## config.mk

```make
export PLATFORM = sky130hd
export DESIGN_NAME = acc_alu
export DESIGN_NICKNAME = d
export VERILOG_FILES = /design/src/rtl/acc_alu_pkg.sv /design/src/rtl/acc_alu_arith.sv /design/src/rtl/acc_alu_bitops.sv /design/src/rtl/acc_alu_bcd_adj.sv /design/src/rtl/acc_alu_flag_pack.sv /design/src/rtl/acc_alu.sv
export SDC_FILE = /design/constraint.sdc
export NUM_CORES = 1
export LEC_CHECK = 0
export BUFFER_PORTS_ARGS = -buffer_cell sky130_fd_sc_hd__buf_4
export CAP_MARGIN = 20
export CORE_MARGIN = 1.5
export CORE_UTILIZATION = 63
export CTS_CLUSTER_DIAMETER = 50
export DETAILED_ROUTE_END_ITERATION = 16
export GPL_ROUTABILITY_DRIVEN = 0
export GPL_TIMING_DRIVEN = 1
export PLACE_DENSITY = 0.88
export SYNTH_ARGS = -nofsm -noshare
export SYNTH_HDL_FRONTEND = slang
export SYNTH_SLANG_ARGS = --single-unit
export TNS_END_PERCENT = 20
```

## constraint.sdc

```tcl
create_clock -name clk -period 6.9 [get_ports clk]
set_input_delay 0.69 -clock clk [delete_from_list [all_inputs] [get_ports clk]]
set_output_delay 0.69 -clock clk [all_outputs]
set_load 0.1 [all_outputs]
```

## src/rtl/acc_alu_pkg.sv

```systemverilog
package acc_alu_pkg;
   localparam int DW  = 8;
   localparam int NIB = 4;

   typedef enum logic [3:0] {
      OP_ADD = 4'd0,  OP_ADC = 4'd1,  OP_SUB = 4'd2,  OP_SBB = 4'd3,
      OP_AND = 4'd4,  OP_XOR = 4'd5,  OP_OR  = 4'd6,  OP_CMP = 4'd7,
      OP_INC = 4'd8,  OP_DEC = 4'd9,  OP_CPL = 4'd10, OP_RLC = 4'd11,
      OP_RRC = 4'd12, OP_RAL = 4'd13, OP_RAR = 4'd14, OP_DAA = 4'd15
   } alu_op_e;

   localparam int FB_S  = 7;
   localparam int FB_Z  = 6;
   localparam int FB_AC = 4;
   localparam int FB_P  = 2;
   localparam int FB_CY = 0;
endpackage

```

## src/rtl/acc_alu_arith.sv

```systemverilog
module acc_alu_arith
   import acc_alu_pkg::*;
(
   input  alu_op_e         op,
   input  logic [DW-1:0]   a,
   input  logic [DW-1:0]   b,
   input  logic            cin,
   output logic [DW-1:0]   sum,
   output logic            cy,
   output logic            ac
);
   logic [DW-1:0] bsel;
   logic          cin_eff;
   logic          sub_mode;
   logic [DW:0]   full;
   logic [NIB:0]  nib;

   always_comb begin
      bsel     = b;
      cin_eff  = 1'b0;
      sub_mode = 1'b0;
      case (op)
         OP_ADC: cin_eff = cin;
         OP_SUB, OP_CMP: begin
            bsel = ~b; cin_eff = 1'b1; sub_mode = 1'b1;
         end
         OP_SBB: begin
            bsel = ~b; cin_eff = ~cin; sub_mode = 1'b1;
         end
         OP_INC: begin
            bsel = '0; cin_eff = 1'b1;
         end
         OP_DEC: begin
            bsel = '1; sub_mode = 1'b1;
         end
         default: ;
      endcase
   end

   assign full = {1'b0, a} + {1'b0, bsel} + {{DW{1'b0}}, cin_eff};
   assign nib  = {1'b0, a[NIB-1:0]} + {1'b0, bsel[NIB-1:0]} + {{NIB{1'b0}}, cin_eff};
   assign sum  = full[DW-1:0];
   assign cy   = sub_mode ? ~full[DW] : full[DW];
   assign ac   = sub_mode ? ~nib[NIB] : nib[NIB];
endmodule

```

## src/rtl/acc_alu_bitops.sv

```systemverilog
module acc_alu_bitops
   import acc_alu_pkg::*;
(
   input  alu_op_e         op,
   input  logic [DW-1:0]   a,
   input  logic [DW-1:0]   b,
   input  logic            cin,
   output logic [DW-1:0]   res,
   output logic            cy
);
   always_comb begin
      res = a;
      cy  = cin;
      case (op)
         OP_AND: begin res = a & b; cy = 1'b0; end
         OP_XOR: begin res = a ^ b; cy = 1'b0; end
         OP_OR:  begin res = a | b; cy = 1'b0; end
         OP_CPL: res = ~a;
         OP_RLC: begin res = {a[DW-2:0], a[DW-1]}; cy = a[DW-1]; end
         OP_RRC: begin res = {a[0], a[DW-1:1]};    cy = a[0];    end
         OP_RAL: begin res = {a[DW-2:0], cin};     cy = a[DW-1]; end
         OP_RAR: begin res = {cin, a[DW-1:1]};     cy = a[0];    end
         default: ;
      endcase
   end
endmodule

```

## src/rtl/acc_alu_bcd_adj.sv

```systemverilog
module acc_alu_bcd_adj
   import acc_alu_pkg::*;
(
   input  logic [DW-1:0] a,
   input  logic          cin,
   input  logic          acin,
   output logic [DW-1:0] res,
   output logic          cy,
   output logic          ac
);
   localparam logic [NIB-1:0] MAXD = NIB'(9);
   localparam logic [DW-1:0]  MAXB = {MAXD, MAXD};

   logic          fix_lo, fix_hi;
   logic [DW-1:0] corr;
   logic [NIB:0]  lo_sum;

   assign fix_lo = (a[NIB-1:0] > MAXD) | acin;
   assign fix_hi = (a > MAXB) | cin;
   assign corr   = {fix_hi ? NIB'(6) : NIB'(0), fix_lo ? NIB'(6) : NIB'(0)};
   assign lo_sum = {1'b0, a[NIB-1:0]} + {1'b0, corr[NIB-1:0]};
   assign res    = a + corr;
   assign cy     = fix_hi;
   assign ac     = lo_sum[NIB];
endmodule

```

## src/rtl/acc_alu_flag_pack.sv

```systemverilog
module acc_alu_flag_pack
   import acc_alu_pkg::*;
#(
   parameter bit FIX5 = 1'b0,
   parameter bit FIX3 = 1'b0,
   parameter bit FIX1 = 1'b1
)(
   input  logic [DW-1:0] val,
   input  logic          cy,
   input  logic          ac,
   output logic [7:0]    flags
);
   always_comb begin
      flags        = {FIX1 ? 8'h00 : 8'h00} | {2'b00, FIX5, 1'b0, FIX3, 1'b0, FIX1, 1'b0};
      flags[FB_S]  = val[DW-1];
      flags[FB_Z]  = (val == '0);
      flags[FB_AC] = ac;
      flags[FB_P]  = ~(^val);
      flags[FB_CY] = cy;
   end
endmodule

```

## src/rtl/acc_alu.sv

```systemverilog
module acc_alu
   import acc_alu_pkg::*;
#(
   parameter int REG_FLAGS = 1,
   parameter bit FIX5      = 1'b0,
   parameter bit FIX3      = 1'b0,
   parameter bit FIX1      = 1'b1
)(
   input  logic          clk,
   input  logic          rst_n,
   input  logic [3:0]    op_i,
   input  logic [7:0]    acc_i,
   input  logic [7:0]    opd_i,
   input  logic          cy_i,
   input  logic          ac_i,
   output logic [7:0]    res_o,
   output logic [7:0]    flags_o
);
   localparam logic [7:0] FLAG_RST = {2'b00, FIX5, 1'b0, FIX3, 1'b0, FIX1, 1'b0};

   if (REG_FLAGS != 0 && REG_FLAGS != 1) begin : g_bad_reg
      $error("acc_alu: REG_FLAGS must be 0 or 1");
   end
   if (DW != 2 * NIB) begin : g_bad_width
      $error("acc_alu: decimal adjust needs exactly two digits");
   end

   alu_op_e       op;
   logic [DW-1:0] ar_sum, bo_res, bcd_res, flag_val;
   logic          ar_cy, ar_ac, bo_cy, bcd_cy, bcd_ac;
   logic          f_cy, f_ac;
   logic [7:0]    flags_c;

   assign op = alu_op_e'(op_i);

   acc_alu_arith u_arith (
      .op(op), .a(acc_i), .b(opd_i), .cin(cy_i),
      .sum(ar_sum), .cy(ar_cy), .ac(ar_ac)
   );

   acc_alu_bitops u_bitops (
      .op(op), .a(acc_i), .b(opd_i), .cin(cy_i),
      .res(bo_res), .cy(bo_cy)
   );

   acc_alu_bcd_adj u_bcd (
      .a(acc_i), .cin(cy_i), .acin(ac_i),
      .res(bcd_res), .cy(bcd_cy), .ac(bcd_ac)
   );

   always_comb begin
      res_o    = ar_sum;
      flag_val = ar_sum;
      f_cy     = ar_cy;
      f_ac     = ar_ac;
      case (op)
         OP_ADD, OP_ADC, OP_SUB, OP_SBB: ;
         OP_CMP: res_o = acc_i;
         OP_INC, OP_DEC: f_cy = cy_i;
         OP_AND, OP_XOR, OP_OR: begin
            res_o = bo_res; flag_val = bo_res; f_cy = bo_cy;
            f_ac  = (op == OP_AND);
         end
         OP_DAA: begin
            res_o = bcd_res; flag_val = bcd_res; f_cy = bcd_cy; f_ac = bcd_ac;
         end
         default: begin
            res_o = bo_res; flag_val = bo_res; f_cy = bo_cy; f_ac = ac_i;
         end
      endcase
   end

   acc_alu_flag_pack #(.FIX5(FIX5), .FIX3(FIX3), .FIX1(FIX1)) u_flags (
      .val(flag_val), .cy(f_cy), .ac(f_ac), .flags(flags_c)
   );

   if (REG_FLAGS == 1) begin : g_reg
      logic [7:0] flags_q;
      always_ff @(posedge clk or negedge rst_n) begin
         if (!rst_n) flags_q <= FLAG_RST;
         else        flags_q <= flags_c;
      end
      assign flags_o = flags_q;
   end else begin : g_comb
      assign flags_o = flags_c;
   end
endmodule

```

======== Word level (Yosys, flattened, before mapping) ========
Index checks and enable logic that the tools add are counted.
word-level totals
  bits of input ports ..................... 24
  register bits after elaboration ......... 5
  output and inout bits ................... 16
  logic and storage cells ................. 61
operators by class
  muxes and demuxes ....................... 13
  eq/ne operators ......................... 15
  bitwise gates (word level) .............. 11
  add/sub/neg operators ................... 6
  reduce and logical (&&, ||, !) cells .... 13
  order comparisons ....................... 2
operator list
  kind                                           count
  case mux 8 bit (8 select lines)                1
  case mux 8 bit (3 select lines)                2
  == test 4 bit, second input constant           8
  == test 4 x 3 -> 1 bit, second input constant  4
  inverter 8 bit                                 2
  case mux 8 bit (2 select lines)                1
  case mux 1 bit (3 select lines)                4
  adder 4 x 4 -> 5 bit                           2
  adder 8 x 8 -> 9 bit                           1
  adder 9 x 1 -> 9 bit                           1
  OR reduction 3 bit                             3
  adder 8 bit                                    1
  bitwise AND 8 bit                              1
  == test 4 x 2 -> 1 bit, second input constant  2
  > comparator 8 bit, second input constant      1
  zero test 8 bit                                1
  bitwise OR 8 bit                               1
  parity 8 bit                                   1
  XOR 8 bit                                      1
  OR reduction 7 bit                             1
  2-to-1 mux 3 bit                               2
  OR reduction 2 bit                             3
  OR reduction 6 bit                             1
  adder 5 x 1 -> 5 bit                           1
  other kinds (8)                                14

======== Depth between registers and ports, before layout ========
Gate-level depths: netlist (run 1).
  word-level depth ........................ 8
  gate-level depth with buffers ........... 17

======== Modules after synthesis ========
A second synthesis (run 1) with hierarchy kept.
unflattened totals
  cell total of the unflattened synthesis .. 411
  area total of the unflattened synthesis .. 2889.0 µm²
modules (own cells, without submodules)
  module             cells an instance  seq. area each (µm²)  area an instance (µm²)  instances
  acc_alu_bitops     151                0.0                   969.7                   1
  acc_alu            111                201.4                 845.8                   1
  acc_alu_arith      94                 0.0                   660.6                   1
  acc_alu_bcd_adj    31                 0.0                   245.2                   1
  acc_alu_flag_pack  24                 0.0                   167.7                   1

======== Least setup slack after synthesis (run 1) ========
No wires, ideal clock.
  path kind ............................... input to output
  from .................................... input op_i[0]
  to ...................................... output res_o[6]
  stages .................................. 14
  required time ........................... 6.210 ns
  path slack .............................. 1.359 ns
  path buffers ............................ 4
  arrival time ............................ 4.851 ns
  path through ............................ buf_2 > buf_2 > buf_2 > buf_2 > nor2_1 > a21oi_1 > o21ai_0 > fa_1 > fa_1 > a21o_1 > a221oi_1 > xnor2_1 > a22oi_1 > a21oi_1
between the ends
  cells in the longest elaborated chain, start to end .. 6
RTL lines
  element                                                           RTL line                            source
  start, declared                                                   acc_alu.sv:11                       input logic [3:0] op_i,
  == test 4 x 2 -> 1 bit or == test 4 x 3 -> 1 bit (tied branches)  acc_alu_arith.sv:22, acc_alu.sv:56
  OR reduction 3 bit (no line)                                      -
  case mux 8 bit (3 select lines)                                   acc_alu_arith.sv:22                 case (op)
  adder 8 x 8 -> 9 bit                                              acc_alu_arith.sv:40                 assign full = {1'b0, a} + {1'b0, bsel} + {{DW{1'b0}}, cin_eff};
  adder 9 x 1 -> 9 bit                                              acc_alu_arith.sv:40
  case mux 8 bit (3 select lines) (*)                               acc_alu.sv:56                       case (op)
  end, declared                                                     acc_alu.sv:16                       output logic [7:0] res_o,
Mark *: on every way between the ends. The rest lies on a longest branch, timed or not.

======== Final worst setup path (run 1) ========
Ends and elaborated chain as after synthesis.

==> results_dict.tcl, run 1 <==
set metrics [dict create \
    critical_path_buf_inv_count 2 \
    synth_cells 331 \
    ant_nets 0 \
    worst_hold_path_type "in -> async" \
    cts_num_sinks 5 \
    grt_pass1_vias 2528 \
    hold_viol 0 \
    grt_max_degree 46 \
    async_flop_share 1.00 \
    num-fill-cells 292 \
    power.density_mw_per_mm2 178 \
    synthesis.area_mm2 0.00234 \
    placed_area_mm2 0.00252 \
    grt_usage 0.365 \
    critical_path_class "in -> out" \
    synth-edff-count 0 \
    slew_headroom 0.525 \
    critical_path.top_delay_family "compound AO/OA/AOI/OAI gates" \
    clock_path_buffers 2 \
    cts_tree "built" \
    antenna_found_initial 0 \
    cts_resized 0 \
    start_util 0.681 \
    multiInputGateArea_mm2 0.00200 \
    root_buffer "clkbuf_8" \
    syn_avg_cell_area_um2 7.08 \
    via_per_inst 6.81 \
    status "finished clean" \
    firstDrtPassIters 6 \
    setup-violations-final 0 \
    rows 21 \
    cp_slowest_cell "a221oi_1" \
    io_buffers 36 \
    htree_levels 1 \
    slowest_delay_ps 460 \
    synth-seq-area-share 0.0534 \
    peakVddDrop_v 0.0000837 \
    cts_setup_buffers 0 \
    max_slew.worst_pin.slew_ps 711 \
    hold_buffers 0 \
    nNetsFinal 408 \
    yosys_warnings 0 \
    die-area_mm2 0.00409 \
    path_cells "buf_4 > nor2b_1 > nor3b_2 > a211oi_1 > fa_1 > fa_1 > a21o_1 > a221oi_1 > xnor2_1 > a22oi_1 > a21oi_1 > buf_4" \
    synth_flop_cell "dfrtp_1" \
    n_antenna_cell 0 \
    max-cap-violations 0 \
    dpl.hpwl_um 5470 \
    slew_viol_final 0 \
    wl_per_cell_um 18.2 \
    dr_total_vias 2691 \
    die_x_um 64.0 \
    drt_iter0_drc 320 \
    clock.fmax_mhz 206 \
    io_pins 40 \
    crit_path_start "op_i[0]" \
    drive_above_1_share 0.146 \
    grt-ovfl-total 0 \
    core_mm2 0.00344 \
    grt_pass1_wl_um 11900 \
    fp.dieH_um 64.0 \
    seqCellArea_um2 125 \
    leakage_nw 1.20 \
    end_kind "primary output" \
    crit_required_ps 6210 \
    synthDistinctLibCells 63 \
    path_clk_slew_ps 40 \
    stdcell_area_mm2 0.00257 \
    drt_wl_total_um 7180 \
    largest_reg_flops 5 \
    fin_tns_setup_ps 0 \
    drc_errors 0 \
    finalCriticalPeriod_ps 4850 \
    synth-seq-cells 5 \
    utilization 0.747 \
    worstSetupStartpointType "input port" \
    crit_path_max_fanout 37 \
    cts_buffers 3 \
    post-route-period-util 0.702 \
    rsz0062_at_grt "false" \
    area_delta_synth_final_pct 9.66 \
    arrival_ps 4160 \
]
layout by cell type, fill, tap and decap left out, drive strengths merged, types with 3 or more instances in the layout:
cell type	instances
and2	3
conb	3
dfrtp	5
nand3	7
xor2	3
a21oi	30
o22ai	3
a221o	5
a21o	11
nor3	3
buf	36
nor3b	4
o211ai	4
nor2b	5
a22oi	7
clkbuf	4
nand3b	3
a31oi	5
o21ai	20
xnor2	10
or2	4
a221oi	4
a211oi	8
and3	3
nand2b	8
nor2	19
fa	3
nand2	46
a2111oi	5
inv	17
ha	31
synthesized netlist by cell type, types with 2 or more instances:
cell       number  area (µm²)
a221o_1         5        50.1
inv_1          17        63.8
nor3_1          3        15.0
mux2i_1         2        20.0
o31a_1          2        17.5
xnor2_1        10        87.6
a211oi_1        8        60.1
nor2b_1         5        31.3
xor2_1          3        26.3
fa_1            3        60.1
or2_2           4        25.0
a2111oi_1       2        20.0
dfrtp_1         5         125
nand3_1         7        35.0
a221oi_1        4        35.0
and3b_1         2        17.5
o211ai_1        4        30.0
nand2_1        46         173
nand3b_1        3        22.5
clkbuf_8        2        27.5
and2_1          2        12.5
a21boi_0        2        15.0
nand4_1         2        12.5
a31oi_1         5        31.3
and3_1          2        12.5
a211o_1         2        17.5
buf_2          11        55.1
nor2_1         19        71.3
a21o_1         11        82.6
a22oi_1         7        52.6
conb_1          2        7.51
a32oi_1         2        17.5
o21ai_0        20         100
nor3b_1         3        22.5
o22ai_1         3        18.8
buf_4           6        45.0
ha_1           31         388
clkbuf_1        3        11.3
a2111oi_0       2        17.5
a21oi_1        29         145
nand2b_1        8        50.1
final cells by class:
type / count / share of cell area
Sequential cell: 5 / 0.0487
Timing Repair Buffer: 36 / 0.105
Multi-Input combinational cell: 286 / 0.780
Tap cell: 46 / 0.0224
Inverter: 18 / 0.0263
Clock buffer: 4 / 0.0175
stage by stage:
step                power, W  worst slack, ps  hold slack [ps]  cells
floorplan           0.000319             1360              394    332
global placement    0.000390             2220              491    391
detailed placement  0.000396             2100              493    391
CTS                 0.000452             2100              260    395
global route        0.000485             1800              257    395
finish              0.000457             2050              257    395
cells by family (layout without fill, tap and decap cells):
| group | Yosys count | in the layout | synth area share |
|---|---|---|---|
| other | 2 | 3 | 0.00320 |
| AOI/OAI and AO/OA | 121 | 121 | 0.360 |
| buffers and inverters | 41 | 58 | 0.0929 |
| muxes | 3 | 3 | 0.0133 |
| adders and majority gates | 34 | 34 | 0.191 |
| and+or+nand+nor | 112 | 112 | 0.237 |
| xor gates and xnor gates | 13 | 13 | 0.0486 |
| DFF | 5 | 5 | 0.0534 |
layer usage:
layer  track usage  wire length, µm
met5             0                0
met4         0.136              264
met3        0.0722              873
met2         0.608             3230
met1         0.462             2810
where the power goes:
group / switching (W) / internal [W] / leakage (nW)
registers: 0.00000173 / 0.0000364 / 0.0611
clock network: 0.0000153 / 0.0000397 / 0.0228
logic: 0.000252 / 0.000112 / 1.12
total: 0.000269 / 0.000188 / 1.20
worst max-delay path by stage:
stage	endpoint	slack [ps]	cells after the start
after floorplan	res_o[6]	1360	14
after global placement	res_o[6]	2220	12
after detailed placement	res_o[6]	2100	12
after CTS	res_o[6]	2100	12
after global routing	res_o[6]	1800	12
final	res_o[6]	2050	12
No activity file was read; power rests on OpenSTA's default activity.
==> inputs of run 2 (changes only) <==
CORE_UTILIZATION = 53   (was 63)
PLACE_DENSITY = 0.79   (was 0.88)
clock period = 4.1 ns   (was 6.9 ns; I/O delays follow)
==> run 2 against run 1 <==
  * Clock power rose by 79%
  * Power is 72% higher
  * Critical path depth up 2
  * Combinational power increased by 72%
  * Clock-buffer cell count did not move
  * Sequential cell count is the same
  * Cell count up 3.8%
  * Wire length is 1.9% higher
  * Sequential power is 68% higher
  * First-iteration DRC count rose by 31%
==> results_dict.tcl, run 2 (synthesized netlist as in run 1, its figures left out) <==
set metrics [dict create \
    placed_area_mm2 0.00263 \
    slowest_delay_ps 430 \
    design_power_total_w 0.000788 \
    end_kind "primary output" \
    stdcell_area_mm2 0.00269 \
    drc_errors 0 \
    drt_wl_total_um 7310 \
    grt_pass1_wl_um 12300 \
    cts_num_sinks 5 \
    critical_path_buf_inv_count 2 \
    groute.layer.met1.usage 0.423 \
    worst_hold_path_type "in -> async" \
    crit_path_max_fanout 28 \
    peakVddDrop_v 0.000283 \
    rsz0062_at_grt "false" \
    cp_slowest_cell "fa_1" \
    grt_use_met2 0.494 \
    rows 23 \
    start_util 0.569 \
    grt_busiest_layer "met2" \
    crit_required_ps 3690 \
    ant_nets 0 \
    n_antenna_cell 0 \
    firstDrtPassIters 5 \
    grt_pass1_vias 2598 \
    grt_max_degree 29 \
    path_cells "buf_4 > nor2b_1 > a21oi_1 > nor2_1 > a21oi_1 > o21ai_0 > fa_1 > fa_1 > a21o_1 > a221oi_2 > xnor2_1 > a22oi_1 > a21oi_4 > buf_4" \
    hold_viol 0 \
    clock.fmax_mhz 258 \
    grt-ovfl-total 0 \
    die-area_mm2 0.00483 \
    num-fill-cells 385 \
    max-cap-violations 0 \
    wl_per_cell_um 17.8 \
    nNetsFinal 419 \
    grt_usage 0.313 \
    path_depth 14 \
    worstSetupStartpointType "input port" \
    power.density_mw_per_mm2 293 \
    via_per_inst 6.55 \
    max_slew.worst_pin.slew_ps 969 \
    area_delta_synth_final_pct 14.7 \
    use_met3 0.0538 \
    htree_levels 1 \
    critical_path_class "in -> out" \
    root_buffer "clkbuf_8" \
    cts_buffers 3 \
    setup-violations-final 0 \
    largest_reg_flops 5 \
    crit_path_start "op_i[3]" \
    drive_above_1_share 0.181 \
    io_buffers 36 \
    cts_setup_buffers 0 \
    fp.dieH_um 69.5 \
    clock_path_buffers 2 \
    critical_path.top_delay_family "compound AO/OA/AOI/OAI gates" \
    io_pins 40 \
    die_x_um 69.5 \
    post-route-period-util 0.947 \
    core_mm2 0.00412 \
    dpl.hpwl_um 5660 \
    path_clk_slew_ps 40 \
    fin_tns_setup_ps 0 \
    finalCriticalPeriod_ps 3880 \
    slew_viol_final 0 \
    dr_total_vias 2687 \
    cts_tree "built" \
    drt_iter0_drc 419 \
    final_cell_mix "nand2_1, buf_4, ha_1, a21oi_1, o21ai_0" \
    utilization 0.653 \
    leakage_nw 1.26 \
    slew_headroom 0.352 \
    status "finished clean" \
    arrival_ps 3470 \
    antenna_found_initial 0 \
]
==> run 2: changes by cell type in the layout (fill, tap and decap cells not counted), sizes merged <==
| cell | before | now |
|---|---|---|
| dlygate4sd3 | 0 | 1 |
| buf | 36 | 46 |
==> run 2: layout make-up <==
cell class | instances | area [µm²] | share of cell area
clock buffer | 4 | 45.0 | 0.0168
inverter | 18 | 67.6 | 0.0251
multi-input combinational | 286 | 2030 | 0.756
sequential | 5 | 125 | 0.0466
tap | 50 | 62.6 | 0.0233
timing repair buffer | 47 | 355 | 0.132
==> run 2: worst max path at each step <==
stage / slack (ps) / to
3_3_place_gp: 190 / res_o[6]
4_1_cts: 120 / res_o[6]
6_report: 220 / res_o[6]
3_5_place_dp: 130 / res_o[6]
5_1_grt: 30 / res_o[6]
2_1_floorplan: -200 / res_o[3]
==> run 2: metrics by stage <==
step           hold WS [ps]  instances  setup WS (ps)
2_1_floorplan           114        332           -199
3_3_place_gp            213        405            193
3_5_place_dp            214        405            134
4_1_cts                 508        410            118
5_1_grt                 517        410           29.1
6_report                504        410            219
==> run 2: repair_timing <==
item	CTS	global route
gates resized for setup	0	1
hold buffers	1	0
hold endpoints to repair	5	0
setup endpoints to repair	0	1
==> run 2: power breakdown <==
part / total, W / switching [W] / internal [W]
Clock: 0.0000986 / 0.0000312 / 0.0000673
Sequential: 0.0000639 / 0.00000267 / 0.0000612
Combinational: 0.000626 / 0.000427 / 0.000199
Total: 0.000788 / 0.000461 / 0.000327
==> run 2: metal layers <==
layer  wire length, µm  up-vias
met3               703       19
met4               206        0
li1                  -     1266
met2              3360      141
met5                 0        -
met1              3040     1261
==> inputs of run 3 (changes only) <==
ABC_AREA = 1   (was not set)
CORE_UTILIZATION = 52   (was 53)
PLACE_DENSITY = 0.78   (was 0.79)
==> run 3 against run 2 <==
  * Clock power is 9.2% lower
  * First-iteration DRC count is 32% lower
  * Largest cell class unchanged
  * Highest routed layer unchanged
  * Cell count is 24% higher
==> results_dict.tcl, run 3 <==
set metrics [dict create \
    cts_resized 0 \
    cts_num_sinks 5 \
    largest_reg_flops 5 \
    path_clk_slew_ps 40 \
    grt_pass1_vias 2430 \
    synthDistinctLibCells 23 \
    drt_wl_total_um 6790 \
    io_pins 40 \
    grt-ovfl-total 0 \
    power.density_mw_per_mm2 295 \
    worstSetupStartpointType "input port" \
    firstDrtPassIters 6 \
    worst_hold_path_type "in -> reg" \
    placed_area_mm2 0.00254 \
    stdcell_area_mm2 0.00260 \
    yosys_warnings 0 \
    fin_tns_setup_ps 0 \
    synthTopCellsByArea "nand2_1, ha_1, inv_1" \
    end_kind "primary output" \
    rsz0062_at_grt "false" \
    dr_total_vias 2758 \
    critical_path_class "in -> out" \
    post-route-period-util 0.903 \
    grt_pass1_wl_um 11000 \
    layout_commonest_cell "nand2_1" \
    leakage_nw 1.55 \
    cts_tree "built" \
    max-cap-violations 0 \
    setup-violations-final 0 \
    synth_most_common_cell "nand2_1" \
    fp.dieH_um 68.5 \
    async_flop_share 1.00 \
    drc_errors 0 \
    synth-edff-count 0 \
    synth_flop_cell "dfrtp_1" \
    start_util 0.550 \
    io_buffers 36 \
    status "finished clean" \
    core_mm2 0.00406 \
    crit_required_ps 3690 \
    clock_path_buffers 2 \
    htree_levels 1 \
    grt_usage 0.312 \
    syn_avg_cell_area_um2 5.30 \
    n_antenna_cell 0 \
    root_buffer "clkbuf_8" \
    peakVddDrop_v 0.000134 \
    synth_top_cell_by_area "nand2_1" \
    cts_buffers 3 \
    arrival_ps 3290 \
    final_cell_mix "nand2_1, inv_1, nor2_1, nand3_1, buf_4" \
    crit_path_max_fanout 9 \
    rows 23 \
    ant_nets 0 \
    synth_cells 421 \
    die_x_um 68.5 \
    synth_commonest_cells "nand2_1, inv_1, nor2_1, nand3_1, ha_1" \
    synth-seq-area-share 0.0561 \
    synthesis.area_mm2 0.00223 \
    synth-seq-cells 5 \
    utilization 0.640 \
    fin_ws_ps 396 \
    finalCriticalPeriod_ps 3700 \
    place_ws_ps 410 \
    drt_iter0_drc 284 \
    antenna_found_initial 0 \
    synth_top_cell_area_share 0.225 \
    drive_above_1_share 0.109 \
    nNetsFinal 518 \
    wl_per_cell_um 13.3 \
    slew_viol_final 0 \
    via_per_inst 5.42 \
    die-area_mm2 0.00469 \
    hold_viol 0 \
    dpl.hpwl_um 5630 \
    clock.fmax_mhz 270 \
    grt_max_degree 13 \
    area_delta_synth_final_pct 16.3 \
]
run 3: changes by cell type after synthesis, sizes merged, moves of 6 or more:
cell	before	now
a211oi	8	0
inv	17	73
nand2b	8	0
nand2	46	140
nand3	7	45
xnor2	10	4
a21oi	30	15
buf	18	4
o21ai	20	28
o22ai	3	9
a21o	11	0
nor2	19	50
a22oi	7	0
run 3: worst paths after layout:
| path | start | slack [ps] | depth (start not counted) | endpoint |
|---|---|---|---|---|
| max | op_i[1] | 400 | 22 | res_o[4] |
| min | ac_i | 500 | 3 | flags_o[4] |
| max in group asynchronous | rst_n | 3470 | 2 | flags_o[2] |
| min in group asynchronous | rst_n | 530 | 2 | flags_o[0] |
run 3: cell families after synthesis:
| logic type | share of synthesized area |
|---|---|
| AO/OA/AOI/OAI | 0.126 |
| XOR/XNOR | 0.0157 |
| adder cells (fa/ha/maj) | 0.201 |
| buffers and inverters | 0.135 |
| flip-flops | 0.0561 |
| other | 0.00336 |
| AND/OR/NAND/NOR | 0.464 |
run 3: layout make-up:
cell class / instances / area [µm²]
inverter: 73 / 274
timing repair buffer: 37 / 280
sequential: 5 / 125
tap: 50 / 62.6
multi-input combinational: 340 / 1810
clock buffer: 4 / 45.0
fill: 424 / 1460
run 3: critical path, cell delays in order:
cell and delay, ps:
buf_4 110, inv_1 70, nor2_1 210, nand2_1 80, nand2_1 150, nor2_4 70
nand2_2 60, nand2_2 90, o21ai_0 80, o21ai_0 130, fa_1 450, fa_1 430
nand2_1 90, nand2_1 80, nand2_1 120, inv_1 60, nand2_1 70, nand2_1 50
nor2_1 80, nor2_1 40, nand3_1 70, buf_4 290
run 3: layer usage:
layer | wire length [µm] | share of wire | vias to the layer above | GRT usage
met3 | 686 | 0.10 | 10 | 0.0406
met1 | 2910 | 0.43 | 1200 | 0.428
li1 | - | - | 1405 | -
met4 | 116 | 0.017 | 0 | 0.0675
met2 | 3080 | 0.45 | 143 | 0.519
met5 | 0 | 0 | - | 0
run 3: what timing repair did:
| item | in CTS | in global routing |
|---|---|---|
| endpoints found under the hold margin | 5 | 0 |
| setup endpoints to repair | 0 | 0 |
| setup buffers | 0 | 0 |
| hold buffers | 1 | 0 |
run 3: stage by stage:
| step | instances | hold WS, ps | total power, W |
|---|---|---|---|
| global placement | 504 | 212 | 0.000665 |
| finish | 509 | 500 | 0.000765 |
| floorplan | 422 | 114 | 0.000532 |
| detailed placement | 504 | 213 | 0.000670 |
| CTS | 509 | 495 | 0.000764 |
| global route | 509 | 502 | 0.000829 |
run 3: power by group:
part	switching (W)	internal, W	total [W]
clock	0.0000229	0.0000666	0.0000895
sequential	0.00000252	0.0000616	0.0000641
combinational	0.000442	0.000170	0.000612
total	0.000467	0.000298	0.000765
